<file path="src/rtl/evt_nest_pkg.sv">
package evt_nest_pkg;
  // Register port selector encoding
  typedef enum logic [1:0] {
    RSEL_PEND = 2'd0,
    RSEL_MASK = 2'd1,
    RSEL_SVC  = 2'd2,
    RSEL_NONE = 2'd3
  } rsel_e;
endpackage

</file>
<file path="src/rtl/evt_pend_latch.sv">
module evt_pend_latch #(
  parameter int NUM_LVL = 16,
  parameter int GEN_BIT = 4
) (
  input  logic               clk,
  input  logic               rst_n,
  input  logic [NUM_LVL-1:0] req_i,
  input  logic [NUM_LVL-1:0] w1c_i,
  input  logic [NUM_LVL-1:0] take_i,
  output logic [NUM_LVL-1:0] pend_o
);
  // Level GEN_BIT is the global enable, never a source
  localparam logic [NUM_LVL-1:0] SRC_VALID = ~(NUM_LVL'(1) << GEN_BIT);

  function automatic logic [NUM_LVL-1:0] next_pend(
    input logic [NUM_LVL-1:0] cur, input logic [NUM_LVL-1:0] req,
    input logic [NUM_LVL-1:0] clr, input logic [NUM_LVL-1:0] take);
    // a request in the same cycle wins over both clears
    next_pend = (cur & ~clr & ~take) | (req & SRC_VALID);
  endfunction

  logic [NUM_LVL-1:0] pend_q;

  always_ff @(posedge clk) begin
    if (!rst_n) pend_q <= '0;
    else        pend_q <= next_pend(pend_q, req_i, w1c_i, take_i);
  end

  assign pend_o = pend_q;
endmodule

</file>
<file path="src/rtl/evt_prio_sel.sv">
module evt_prio_sel #(
  parameter int NUM_LVL    = 16,
  parameter int UNMASK_CNT = 4,
  parameter int GEN_BIT    = 4,
  localparam int IDX_W     = $clog2(NUM_LVL)
) (
  input  logic [NUM_LVL-1:0] pend_i,
  input  logic [NUM_LVL-1:0] mask_i,
  input  logic [NUM_LVL-1:0] svc_i,
  output logic [IDX_W-1:0]   win_idx_o,
  output logic               preempt_o
);
  function automatic logic [IDX_W-1:0] first_idx(input logic [NUM_LVL-1:0] v);
    first_idx = '0;
    for (int i = NUM_LVL - 1; i >= 0; i--) begin
      if (v[i]) first_idx = IDX_W'(i);
    end
  endfunction

  logic [NUM_LVL-1:0] elig;
  logic [IDX_W-1:0]   act_idx;
  logic               win_any, act_any, gen_en;
  logic               unused_bits;

  assign gen_en = mask_i[GEN_BIT];

  for (genvar g = 0; g < NUM_LVL; g++) begin : g_lvl
    if (g == GEN_BIT) begin : g_gen
      assign elig[g] = 1'b0;
    end else if (g < UNMASK_CNT) begin : g_fixed
      assign elig[g] = pend_i[g];
    end else begin : g_mskd
      assign elig[g] = pend_i[g] & mask_i[g] & gen_en;
    end
  end

  assign unused_bits = ^{mask_i[UNMASK_CNT-1:0], pend_i[GEN_BIT]};

  assign win_any   = |elig;
  assign act_any   = |svc_i;
  assign win_idx_o = first_idx(elig);
  assign act_idx   = first_idx(svc_i);
  // strict outranking of every active level
  assign preempt_o = win_any & (~act_any | (win_idx_o < act_idx));
endmodule

</file>
<file path="src/rtl/evt_svc_track.sv">
module evt_svc_track #(
  parameter int NUM_LVL = 16
) (
  input  logic               clk,
  input  logic               rst_n,
  input  logic [NUM_LVL-1:0] take_i,
  input  logic               ret_i,
  output logic [NUM_LVL-1:0] svc_o
);
  function automatic logic [NUM_LVL-1:0] lowest_onehot(input logic [NUM_LVL-1:0] v);
    lowest_onehot = v & (~v + NUM_LVL'(1));
  endfunction

  logic [NUM_LVL-1:0] svc_q, retire_vec;

  assign retire_vec = ret_i ? lowest_onehot(svc_q) : '0;

  always_ff @(posedge clk) begin
    if (!rst_n) svc_q <= '0;
    else        svc_q <= (svc_q & ~retire_vec) | take_i;
  end

  assign svc_o = svc_q;
endmodule

</file>
<file path="src/rtl/evt_nest_ctrl.sv">
module evt_nest_ctrl #(
  parameter int NUM_LVL    = 16,
  parameter int UNMASK_CNT = 4,
  parameter int GEN_BIT    = 4,
  localparam int IDX_W     = $clog2(NUM_LVL)
) (
  input  logic               clk,
  input  logic               rst_n,
  input  logic [NUM_LVL-1:0] evt_req_i,
  input  logic [1:0]         reg_sel_i,
  input  logic               reg_wr_i,
  input  logic [NUM_LVL-1:0] reg_wdata_i,
  output logic [NUM_LVL-1:0] reg_rdata_o,
  output logic               vec_req_o,
  output logic [IDX_W-1:0]   vec_idx_o,
  input  logic               vec_ack_i,
  input  logic               ret_i
);
  import evt_nest_pkg::*;

  localparam logic [NUM_LVL-1:0] MASK_STORE = ~((NUM_LVL'(1) << UNMASK_CNT) - NUM_LVL'(1));

  rsel_e              rsel;
  logic               wr_pend, wr_mask, acc_fire, preempt;
  logic [IDX_W-1:0]   win_idx;
  logic [NUM_LVL-1:0] pend_q, mask_q, svc_q, w1c_vec, take_vec;

  assign rsel     = rsel_e'(reg_sel_i);
  assign wr_pend  = reg_wr_i && (rsel == RSEL_PEND);
  assign wr_mask  = reg_wr_i && (rsel == RSEL_MASK);
  assign w1c_vec  = wr_pend ? reg_wdata_i : '0;
  assign acc_fire = vec_ack_i & preempt;
  assign take_vec = acc_fire ? (NUM_LVL'(1) << win_idx) : '0;

  always_ff @(posedge clk) begin
    if (!rst_n)       mask_q <= '0;
    else if (wr_mask) mask_q <= reg_wdata_i & MASK_STORE;
  end

  evt_pend_latch #(.NUM_LVL(NUM_LVL), .GEN_BIT(GEN_BIT)) pend_i (
    .clk(clk), .rst_n(rst_n), .req_i(evt_req_i), .w1c_i(w1c_vec),
    .take_i(take_vec), .pend_o(pend_q));

  evt_prio_sel #(.NUM_LVL(NUM_LVL), .UNMASK_CNT(UNMASK_CNT), .GEN_BIT(GEN_BIT)) sel_i (
    .pend_i(pend_q), .mask_i(mask_q), .svc_i(svc_q),
    .win_idx_o(win_idx), .preempt_o(preempt));

  evt_svc_track #(.NUM_LVL(NUM_LVL)) svc_i (
    .clk(clk), .rst_n(rst_n), .take_i(take_vec), .ret_i(ret_i), .svc_o(svc_q));

  always_comb begin
    unique case (rsel)
      RSEL_PEND: reg_rdata_o = pend_q;
      RSEL_MASK: reg_rdata_o = mask_q;
      RSEL_SVC:  reg_rdata_o = svc_q;
      default:   reg_rdata_o = '0;
    endcase
  end

  assign vec_req_o = preempt;
  assign vec_idx_o = win_idx;
endmodule

</file>
<file path="config.mk">
export PLATFORM = sky130hd
export DESIGN_NAME = evt_nest_ctrl
export DESIGN_NICKNAME = d
export VERILOG_FILES = /design/src/rtl/evt_nest_pkg.sv /design/src/rtl/evt_pend_latch.sv /design/src/rtl/evt_prio_sel.sv /design/src/rtl/evt_svc_track.sv /design/src/rtl/evt_nest_ctrl.sv
export SDC_FILE = /design/constraint.sdc
export NUM_CORES = 1
export LEC_CHECK = 0
export ABC_CLOCK_PERIOD_IN_PS = 3900
export CAP_MARGIN = 20
export CORE_MARGIN = 3
export CORE_UTILIZATION = 50
export DETAILED_ROUTE_END_ITERATION = 10
export PLACE_DENSITY = 0.8
export SYNTH_ARGS = -nofsm -noshare
export SYNTH_HDL_FRONTEND = slang
export SYNTH_SLANG_ARGS = --single-unit
export TNS_END_PERCENT = 10
</file>
<file path="constraint.sdc">
create_clock -name clk -period 3.9 [get_ports clk]
set_input_delay 0.585 -clock clk [delete_from_list [all_inputs] [get_ports clk]]
set_output_delay 0.585 -clock clk [all_outputs]
set_load 0.005 [all_outputs]
</file>
# --- Yosys cells after proc, flatten, opt, wreduce, memory -nomap -nowiden ---
# Cells that the tools add are included.
word_totals:
  regBits: 44
  inputBits: 39
  output_inout_bits: 21
  word_cells: 84
classes:
  addsub: 1
  n_lt_le_gt_ge: 1
  n_eq_ne: 2
  shifts: 1
  n_mux: 35
  bitwise_logic: 36
  reduce_logical: 5
ops:
  columns: ["cell", "n"]
  rows:
  - ["$mux W4", 31]
  - ["$and A16 B16 Y16", 4]
  - ["$not A16 Y16", 4]
  - ["$mux W16", 3]
  - ["$pmux W16 S3", 1]
  - ["$or A16 B16 Y16", 2]
  - ["$and A1 B1 Y1", 24]
  - ["$add A16 B1 Y16 const B", 1]
  - ["$reduce_or A16 Y1", 1]
  - ["$shl A1 B4 Y16 const A", 1]
  - ["$reduce_or A15 Y1", 1]
  - ["$lt A4 B4 Y1", 1]
  - ["$eq A2 B1 Y1 const B", 1]
  - ["$eq A2 B2 Y1 const B", 1]
  - ["$logic_and A1 B1 Y1", 2]
  - ["$logic_not A2 Y1", 1]
  - ["$not A1 Y1", 1]
  - ["$or A1 B1 Y1", 1]

# --- Depth between registers and ports, before layout ---
# Gate-level depths: netlist (run 1).
depth:
  word_depth: 25
  mapped_depth: 14
  ltp_nobuf: 12

# --- Cells and area by module ---
# Synthesis (run 1) repeated with hierarchy kept, for this count alone.
hier_totals:
  hier_cells: 335
  hier_area_um2: 2736.4
by_module_without_submodules:
  columns: ["mod", "instances", "cells_each", "area_each_um2", "seq_area_each_um2"]
  rows:
  - ["evt_nest_ctrl", 1, 133, 1046.0, 240.2]
  - ["evt_svc_track", 1, 70, 636.9, 320.3]
  - ["evt_pend_latch", 1, 48, 569.3, 320.3]
  - ["evt_prio_sel", 1, 84, 484.2, 0.0]

# --- Least setup slack after synthesis (run 1) ---
# No wires, ideal clock.
synth_path:
  path_kind: "register to output"
  startpoint: "reg mask_q[4]"
  endpoint: "out vec_req_o"
  t_arrival_ns: 2.674
  t_required_ns: 3.315
  path_slack_ns: 0.641
  path_stages_with_launch: 13
  path_cell_list: "dfxtp_1 clkbuf_1 inv_1 o31ai_1 a21oi_1 o21ai_0 inv_1 ha_1 a21o_1 a21oi_1 nand2b_1 o41ai_4 o31a_1"
synth_between:
  elab_chain_cells: 19
  elab_cells_between_ends: 30
synth_rtl:
  columns: ["element", "line", "rtl"]
  rows:
  - ["start: declaration", "evt_nest_ctrl.sv:26", "logic [NUM_LVL-1:0] pend_q, mask_q, svc_q, w1c_vec, take_vec;"]
  - ["start signal: assignment", "evt_nest_ctrl.sv:37", "else if (wr_mask) mask_q <= reg_wdata_i & MASK_STORE;"]
  - ["$and A1 B1 Y1", "evt_prio_sel.sv:33", "assign elig[g] = pend_i[g] & mask_i[g] & gen_en;"]
  - ["$mux W4 (10 in a row)", "evt_prio_sel.sv:16", "if (v[i]) first_idx = IDX_W'(i);"]
  - ["$mux W4 (*) (5 in a row)", "evt_prio_sel.sv:16", null]
  - ["named net vec_idx_o[1]", "evt_nest_ctrl.sv:15", "output logic [IDX_W-1:0] vec_idx_o,"]
  - ["$lt A4 B4 Y1 (*)", "evt_prio_sel.sv:44", "assign preempt_o = win_any & (~act_any | (win_idx_o < act_idx));"]
  - ["$or A1 B1 Y1 (*)", "evt_prio_sel.sv:44", null]
  - ["$and A1 B1 Y1 (*)", "evt_prio_sel.sv:44", null]
  - ["end: declaration", "evt_nest_ctrl.sv:14", "output logic vec_req_o,"]
# The timed path passes the listed nets; every way through them passes the cells marked *.

# --- Final worst setup path (run 1) ---
layout_path:
  startpoint: "reg pend_i.pend_q[3], in the netlist pend_i.pend_o[3]"
  endpoint: "out vec_req_o"
layout_between:
  elab_chain_cells: 7
  elab_cells_between_ends: 8
layout_rtl:
  columns: ["element", "line", "rtl"]
  rows:
  - ["start: declaration", "evt_pend_latch.sv:22", "logic [NUM_LVL-1:0] pend_q;"]
  - ["start signal: assignment", "evt_pend_latch.sv:26", "else pend_q <= next_pend(pend_q, req_i, w1c_i, take_i);"]
  - ["$mux W4 (4 in a row)", "evt_prio_sel.sv:16", null]
  - ["$lt A4 B4 Y1", "evt_prio_sel.sv:44", null]
  - ["$or A1 B1 Y1", "evt_prio_sel.sv:44", null]
  - ["$and A1 B1 Y1 (*)", "evt_prio_sel.sv:44", null]
# Mark *: on every way between the ends. The rest lies on a longest branch, timed or not.

==> metrics.md, run 1 <==
| Metric | Value |
|---|---|
| Hold buffer count at CTS | 0 |
| Overall die height | about 79 um |
| Worst path slowest cell | clkdlybuf4s50_1 |
| Number of antenna violations at the first check in global routing | 0 |
| Cells after DPL | 460 |
| Routed wire per std cell | between 15 and 20 um |
| Share of async-settable or async-resettable flops after synthesis | 0% |
| Number of setup buffers added after CTS | 0 |
| Final clock period utilization by the worst path | just under 100% |
| Post-synthesis share of cell area spent on full adders, half adders and majority gates | 1.420% |
| DIE AREA | between 6000 and 7000 sq um |
| Clock root buffer | clkbuf_8 |
| Number of primary I/O pins | 60 |
| Number of warnings printed during yosys synthesis | 0 |
| Starting utilization of the core area | between 50 and 60% |
| Final #Nets | 442 |
| Cell Chain, Critical Path | or2_2, or3_4, a211o_4, inv_2, ha_1, a21oi_2, nand2b_1, o41ai_4, o31a_1, clkdlybuf4s50_1 |
| Placement Cell Area | about 3300 sq um |
| Distinct cells, synth | 46 |
| Maximum count of clock buffers along a single path | 2 |
| Largest stage delay on the critical path | 0.50 ns |
| Inserted Clock Buffers | 5 |
| Required @ worst endpoint | between 3 and 4 ns |
| Slew at the pin with the worst max-slew slack | a little over 0.8 ns |
| First-pass iteration count of the detailed router | 5 |
| Synthesized area per cell | between 7 and 8 sq um |
| Largest net degree at the start of global routing | 27 |
| Share of final-layout standard cells stronger than drive strength 1 | slightly above 8% |
| Number of nets still failing antenna checks after routing | 0 |
| Total global routing track utilization | 27.62% |
| Detail Placement HPWL | roughly 6400 um |
| Min cycle time layout | around 3.8 ns |
| 1st-iter DRT viols | 335 |
| Class of the most critical hold timing path | reg2reg |
| Gate count after technology mapping | about 340 |
| Status | finished, final reports clean |
| WL final | approximately 8600 um |
| Fmax | 265.6 MHz |
| Detailed-route DRC error count | 0 |
| Worst-skew pair later-pin latency | roughly 0.30 ns |
| Headroom to the max-slew limit | around 46% |
| Max-slew violations | 0 |
| Dominant combinational cell family by area after synthesis | compound AO/OA/AOI/OAI gates |
| CTS HTree Levels | 2 |
| Clk sink count | between 40 and 50 |
| Data arrival at the endpoint of the critical path | between 3 and 4 ns |
| Final std cell area, no fill | approximately 3500 sq um |
| Share of synthesized area spent on multiplexers | 10.61% |
| Final hold slack | 0.4357 ns |
| XOR/XNOR Fraction of Synth Area | 0% |
| Fin Clk Skew | approximately 0.0057 ns |
| Most frequent standard cell in the layout excluding fill and tap cells | clkdlybuf4s50_1 |
| CP Class | reg2out |
| Routed vias | about 3000 |
| Global-route wire length before repair | approximately 13000 um |
| Synthesized-area fraction occupied by ao, oa, aoi and oai cells | between 20% and 30% |
| Power density cells | 305.3 nW/um^2 |
| Final GP Congestion | between 0.9 and 1 |
| CP endpoint kind | output port |
| Maximum fanout count along the critical path | 5 |
| Predominant post-synthesis flop cell | dfxtp_1 |
| Number of I/O port buffers | between 50 and 60 |
| Worst-case vdd ir drop | 0.0002070 V |
| Final Setup Violations | 0 |
| Synth-to-layout area growth | 31.25% |
| Number of endpoints with negative hold slack in the final report | 0 |
| TritonCTS clock tree | done |
| Number of antenna repair diodes | 0 |
| Standard cell core area | about 4900 sq um |
| Most frequent cells in the layout | clkdlybuf4s50_1, nand2_1, dfxtp_1 |
| Setup_tns | 0 ns |
| Std-Cell Rows | 25 |
| Number of global-route vias before repair | about 2700 |
| Non-filler instance count after layout | roughly 470 |
| Unrepaired setup endpoints after global routing | false |
| Crit path launch type | register |
| Number of storage elements in the synthesis netlist | 44 |
| EDFF count, synth | 0 |
| Die X | slightly below 80 um |
| Gr ovfl total | 0 |
| Area share of and/or/nand/nor cells after synthesis | between 20% and 30% |
| Leak Pwr | approximately 1.4 nW |
| Synthesized net count | 380 |
| Post-synthesis sequential area ratio | between 30% and 40% |
| Vias per inst | about 6.3 |
| Max-Cap Viols | 0 |
| Clock transition at the register clock pins on the worst setup and hold paths after CTS | approximately 0.08 ns |
| Post-synthesis instance area | approximately 2600 sq um |
[worst paths after layout]
path	start	endpoint	slack (ns)	depth (start not counted)
worst max-delay path	pend_i.pend_o[3]	vec_req_o	0.13	10
worst min-delay path	pend_i.pend_o[4]	pend_i.pend_o[4]	0.44	2
worst max register to register	pend_i.pend_o[3]	pend_i.pend_o[8]	0.68	11
worst min register to register	pend_i.pend_o[4]	pend_i.pend_o[4]	0.44	2
[through the flow]
stage          worst slack, ns  utilization (%)  total power (W)
2_1_floorplan           0.6410                -        0.0006295
3_3_place_gp            0.3838            68.13        0.0007512
3_5_place_dp            0.3244            68.13        0.0007559
4_1_cts                0.02099            70.14         0.001054
5_1_grt               0.002129            70.62         0.001102
6_report                0.1344            70.62         0.001059
[worst max-delay path, delay by kind of cell (launching register included)]
kind,cells,cell delay (ns)
AO/OA/AOI/OAI,4,0.89
flip-flops,1,0.32
AND/OR/NAND/NOR,3,0.81
adder cells (fa/ha/maj),1,0.25
buffers and inverters,2,0.59
[power breakdown]
group | total (W) | internal (W) | leakage (nW) | switching (W)
registers | 0.000491 | 0.000468 | 0.362 | 0.0000225
clock network | 0.000302 | 0.000144 | 0.0445 | 0.000158
logic | 0.000266 | 0.000127 | 0.957 | 0.000139
[synthesized netlist by cell type, drive strengths merged, types with 3 or more instances]
cell,instances,area share [%]
a211oi,5,1.4
a31oi,4,0.95
nor3,7,1.3
o41ai,4,2.7
mux2i,28,11
a21o,4,1.1
nand3,16,3.0
a22o,3,0.99
nor2,37,5.3
a21boi,4,1.1
o21bai,3,0.85
a21oi,17,3.4
o311a,5,1.9
o21ai,29,5.5
o31ai,8,2.3
ha,3,1.4
inv,8,1.1
o31a,4,1.3
nand3b,3,0.85
clkbuf,13,1.8
nand2,49,7.0
o211ai,5,1.4
nor4,4,0.95
nand2b,4,0.95
dfxtp,44,33
nor2b,3,0.71
a22oi,3,0.85
[area by class of cell]
| class | instances | area (sq um) |
|---|---|---|
| repair buffers | 70 | 670.6 |
| flip-flops and latches | 44 | 884.6 |
| inverters | 8 | 30.03 |
| well taps | 67 | 83.83 |
| fillers | 410 | 1443 |
| multi-input cells | 271 | 1705 |
| clock inverters | 1 | 7.507 |
| clock buffers | 7 | 86.33 |
[registers in the layout, indices dropped and copies added, names as in the netlist]
register,count
svc_i.svc_o,16
mask_q,12
pend_i.pend_o,16
[cells by family (layout without fill, tap and decap cells)]
logic type	Yosys count	after routing
mux	28	28
buf+inv	23	86
compound gates	106	106
flops	44	44
simple gates	134	134
fa+ha+maj	3	3
[metal layers]
| metal | wire length (um) | global-route usage (%) | part of all wire (%) |
|---|---|---|---|
| met2 | 4025 | 44.74 | 47 |
| met5 | 0 | 0 | 0 |
| met4 | 302 | 11.71 | 3.5 |
| met3 | 808 | 5.215 | 9.4 |
| met1 | 3499 | 35.86 | 41 |
[what timing repair did]
action,CTS,global route
pin swaps,0,1
endpoints found under the setup margin,1,1
resized for setup,1,10
Power figures use the tool's default switching activity.
==> run 2: changes to the inputs <==
--- a/config.mk
+++ b/config.mk
@@ -5,7 +5,7 @@
 export SDC_FILE = /design/constraint.sdc
 export NUM_CORES = 1
 export LEC_CHECK = 0
-export ABC_CLOCK_PERIOD_IN_PS = 3900
+export ABC_CLOCK_PERIOD_IN_PS = 3950
 export CAP_MARGIN = 20
 export CORE_MARGIN = 3
 export CORE_UTILIZATION = 50
==> constraint.sdc (replaced) <==
create_clock -name clk -period 3.95 [get_ports clk]
set_input_delay 0.5925 -clock clk [delete_from_list [all_inputs] [get_ports clk]]
set_output_delay 0.5925 -clock clk [all_outputs]
set_load 0.005 [all_outputs]
==> metrics.md, run 2 (same netlist as run 1, synthesis figures left out) <==
| Metric | Value |
|---|---|
| Vias per inst | 6.278 |
| Clock transition at the register clock pins on the worst setup and hold paths after CTS | 0.09 ns |
| Routed wire per std cell | 17.93 um |
| Detail Placement HPWL | roughly 6200 um |
| WL final | roughly 8400 um |
| Required @ worst endpoint | between 3 and 4 ns |
| Final #Nets | about 440 |
| Status | finished, final reports clean |
| Final core utilization | 70.80% |
| Relative contribution of combinational cells to total power | a little under a quarter |
| Number of I/O port buffers | slightly below 60 |
| Overall Power | 0.001130 W |
| First-pass iteration count of the detailed router | 5 |
| Hold buffer count at CTS | 0 |
| Clk sink count | 44 |
| Share of final-layout standard cells stronger than drive strength 1 | under 10% |
| Number of global-route vias before repair | ~2800 |
| Starting utilization of the core area | about 54% |
| Synth-to-layout area growth | 31.58% |
| Slew at the pin with the worst max-slew slack | between 0.8 and 0.9 ns |
| Sequential share of power | a little over two fifths |
| TritonCTS clock tree | done |
| Number of logic stages on the critical path including buffering | 10 |
| Max-Cap Viols | 0 |
| Number of cells traversed by the worst hold path | 2 |
| Most frequent cells in the layout | clkdlybuf4s50_1, nand2_1, dfxtp_1 |
| Standard cell core area | 4911 sq um |
| Crit path launch type | register |
| Routed vias | 2932 |
| Unrepaired setup endpoints after global routing | false |
| Final Setup Violations | 0 |
| Final GP Congestion | 0.9632 |
| Die X | approximately 80 um |
| DIE AREA | between 6000 and 7000 sq um |
| Gr ovfl total | 0 |
| Worst setup timing slack at the placement stage | 0.3954 ns |
| Std-Cell Rows | 25 |
| Number of nets still failing antenna checks after routing | 0 |
| Worst path setup slack after routing | approximately 0.18 ns |
| Number of antenna violations at the first check in global routing | 0 |
| Global-route wire length before repair | between 10000 and 15000 um |
| 1st-iter DRT viols | around 270 |
| Most frequent standard cell in the layout excluding fill and tap cells | clkdlybuf4s50_1 |
| Worst-skew pair later-pin latency | approximately 0.30 ns |
| CTS HTree Levels | 2 |
| Depth of the worst register-to-register path | 11 |
| Detailed-route DRC error count | 0 |
| Cell Chain, Critical Path | or2_2, or3_4, a211o_1, inv_2, ha_1, a21oi_2, nand2b_1, o41ai_4, o31a_1, clkdlybuf4s50_1 |
| CP Class | reg2out |
| Total global routing track utilization | between 20 and 30% |
| Clock network fraction of total power | 34.1% |
| Worst-case vdd ir drop | 0.0002206 V |
| Number of antenna repair diodes | 0 |
| CP endpoint kind | output port |
| Largest net degree at the start of global routing | 27 |
| Data arrival at the endpoint of the critical path | ~3.2 ns |
| Largest stage delay on the critical path | ~0.5 ns |
| Number of buffer and inverter stages on the critical path | 2 |
| Power density cells | about 320 nW/um^2 |
| Fmax | about 260 MHz |
| Final hold slack | 0.4433 ns |
| Maximum count of clock buffers along a single path | 2 |
| Inserted Clock Buffers | 5 |
| Max-slew violations | 0 |
| Worst path slowest cell | clkdlybuf4s50_1 |
| Headroom to the max-slew limit | a little over two fifths |
| Class of the most critical hold timing path | reg2reg |
| Power spent charging and discharging nets | 0.0003190 W |
| Clock root buffer | clkbuf_8 |
| Overall die height | approximately 80 um |
| Number of primary I/O pins | 60 |
| Switching part of the total | 28.23% |
| Internal power | between 0.0008 and 0.0009 W |
| Final clock period utilization by the worst path | a little over nine tenths |
| Min cycle time layout | approximately 3.8 ns |
| Gate family responsible for the most delay along the worst path | compound AO/OA/AOI/OAI gates |
| Fin Clk Skew | around 0.0088 ns |
| Number of endpoints with negative hold slack in the final report | 0 |
| Setup_tns | 0 ns |
| Leak Pwr | 1.375 nW |
| Maximum fanout count along the critical path | 5 |
==> run 2: final timing paths <==
check / slack (ns) / end / from
setup / recovery: 0.18 / vec_req_o / pend_i.pend_o[3]
hold / removal: 0.44 / pend_i.pend_o[4] / pend_i.pend_o[4]
hold reg to reg: 0.44 / pend_i.pend_o[4] / pend_i.pend_o[4]
setup reg to reg: 0.80 / pend_i.pend_o[12] / pend_i.pend_o[3]
==> run 2: worst reg2reg max path: cells and delay by family, from the launching register on <==
family	cells	cell delay, ns
simple gates	4	1.25
compound gates	4	0.85
buf+inv	2	0.33
flops	1	0.32
fa+ha+maj	1	0.25
==> run 2: metrics by stage <==
| step | instance area (sq um) | cells |
|---|---|---|
| after global placement | 3338 | 459 |
| after global routing | 3477 | 467 |
| final | 3477 | 467 |
| after CTS | 3465 | 467 |
| after floorplan | 2643 | 338 |
| after detailed placement | 3338 | 459 |
==> run 2: per-layer routing <==
metal  track usage, %  up-vias  wire (um)
met5                0        -          0
met4            8.916        0        168
met3            5.442       16        794
met2            45.08      175       3806
met1            37.38     1364       3601
li1                 -     1377          -
==> run 2: final cells by class <==
class                      count  area, sq um
clock inverter                 1        30.03
sequential                    44        882.1
inverter                       8        30.03
multi-input combinational    271         1692
timing repair buffer          69        663.1
tap                           67        83.83
clock buffer                   7        96.34
fill                         406         1434
==> run 2: timing repair <==
action / in CTS / in global routing
setup endpoints to repair: 0 / 1
setup buffers: 0 / 0
gates resized for setup: 0 / 7
==> run 2: power groups by stage <==
stage	registers (W)	logic, W	clock network (W)
6_report	0.000483	0.000261	0.000385
5_1_grt	0.000486	0.000281	0.000406
4_1_cts	0.000482	0.000256	0.000386
3_5_place_dp	0.000493	0.000254	0
3_3_place_gp	0.000492	0.000250	0
2_1_floorplan	0.000488	0.000134	0
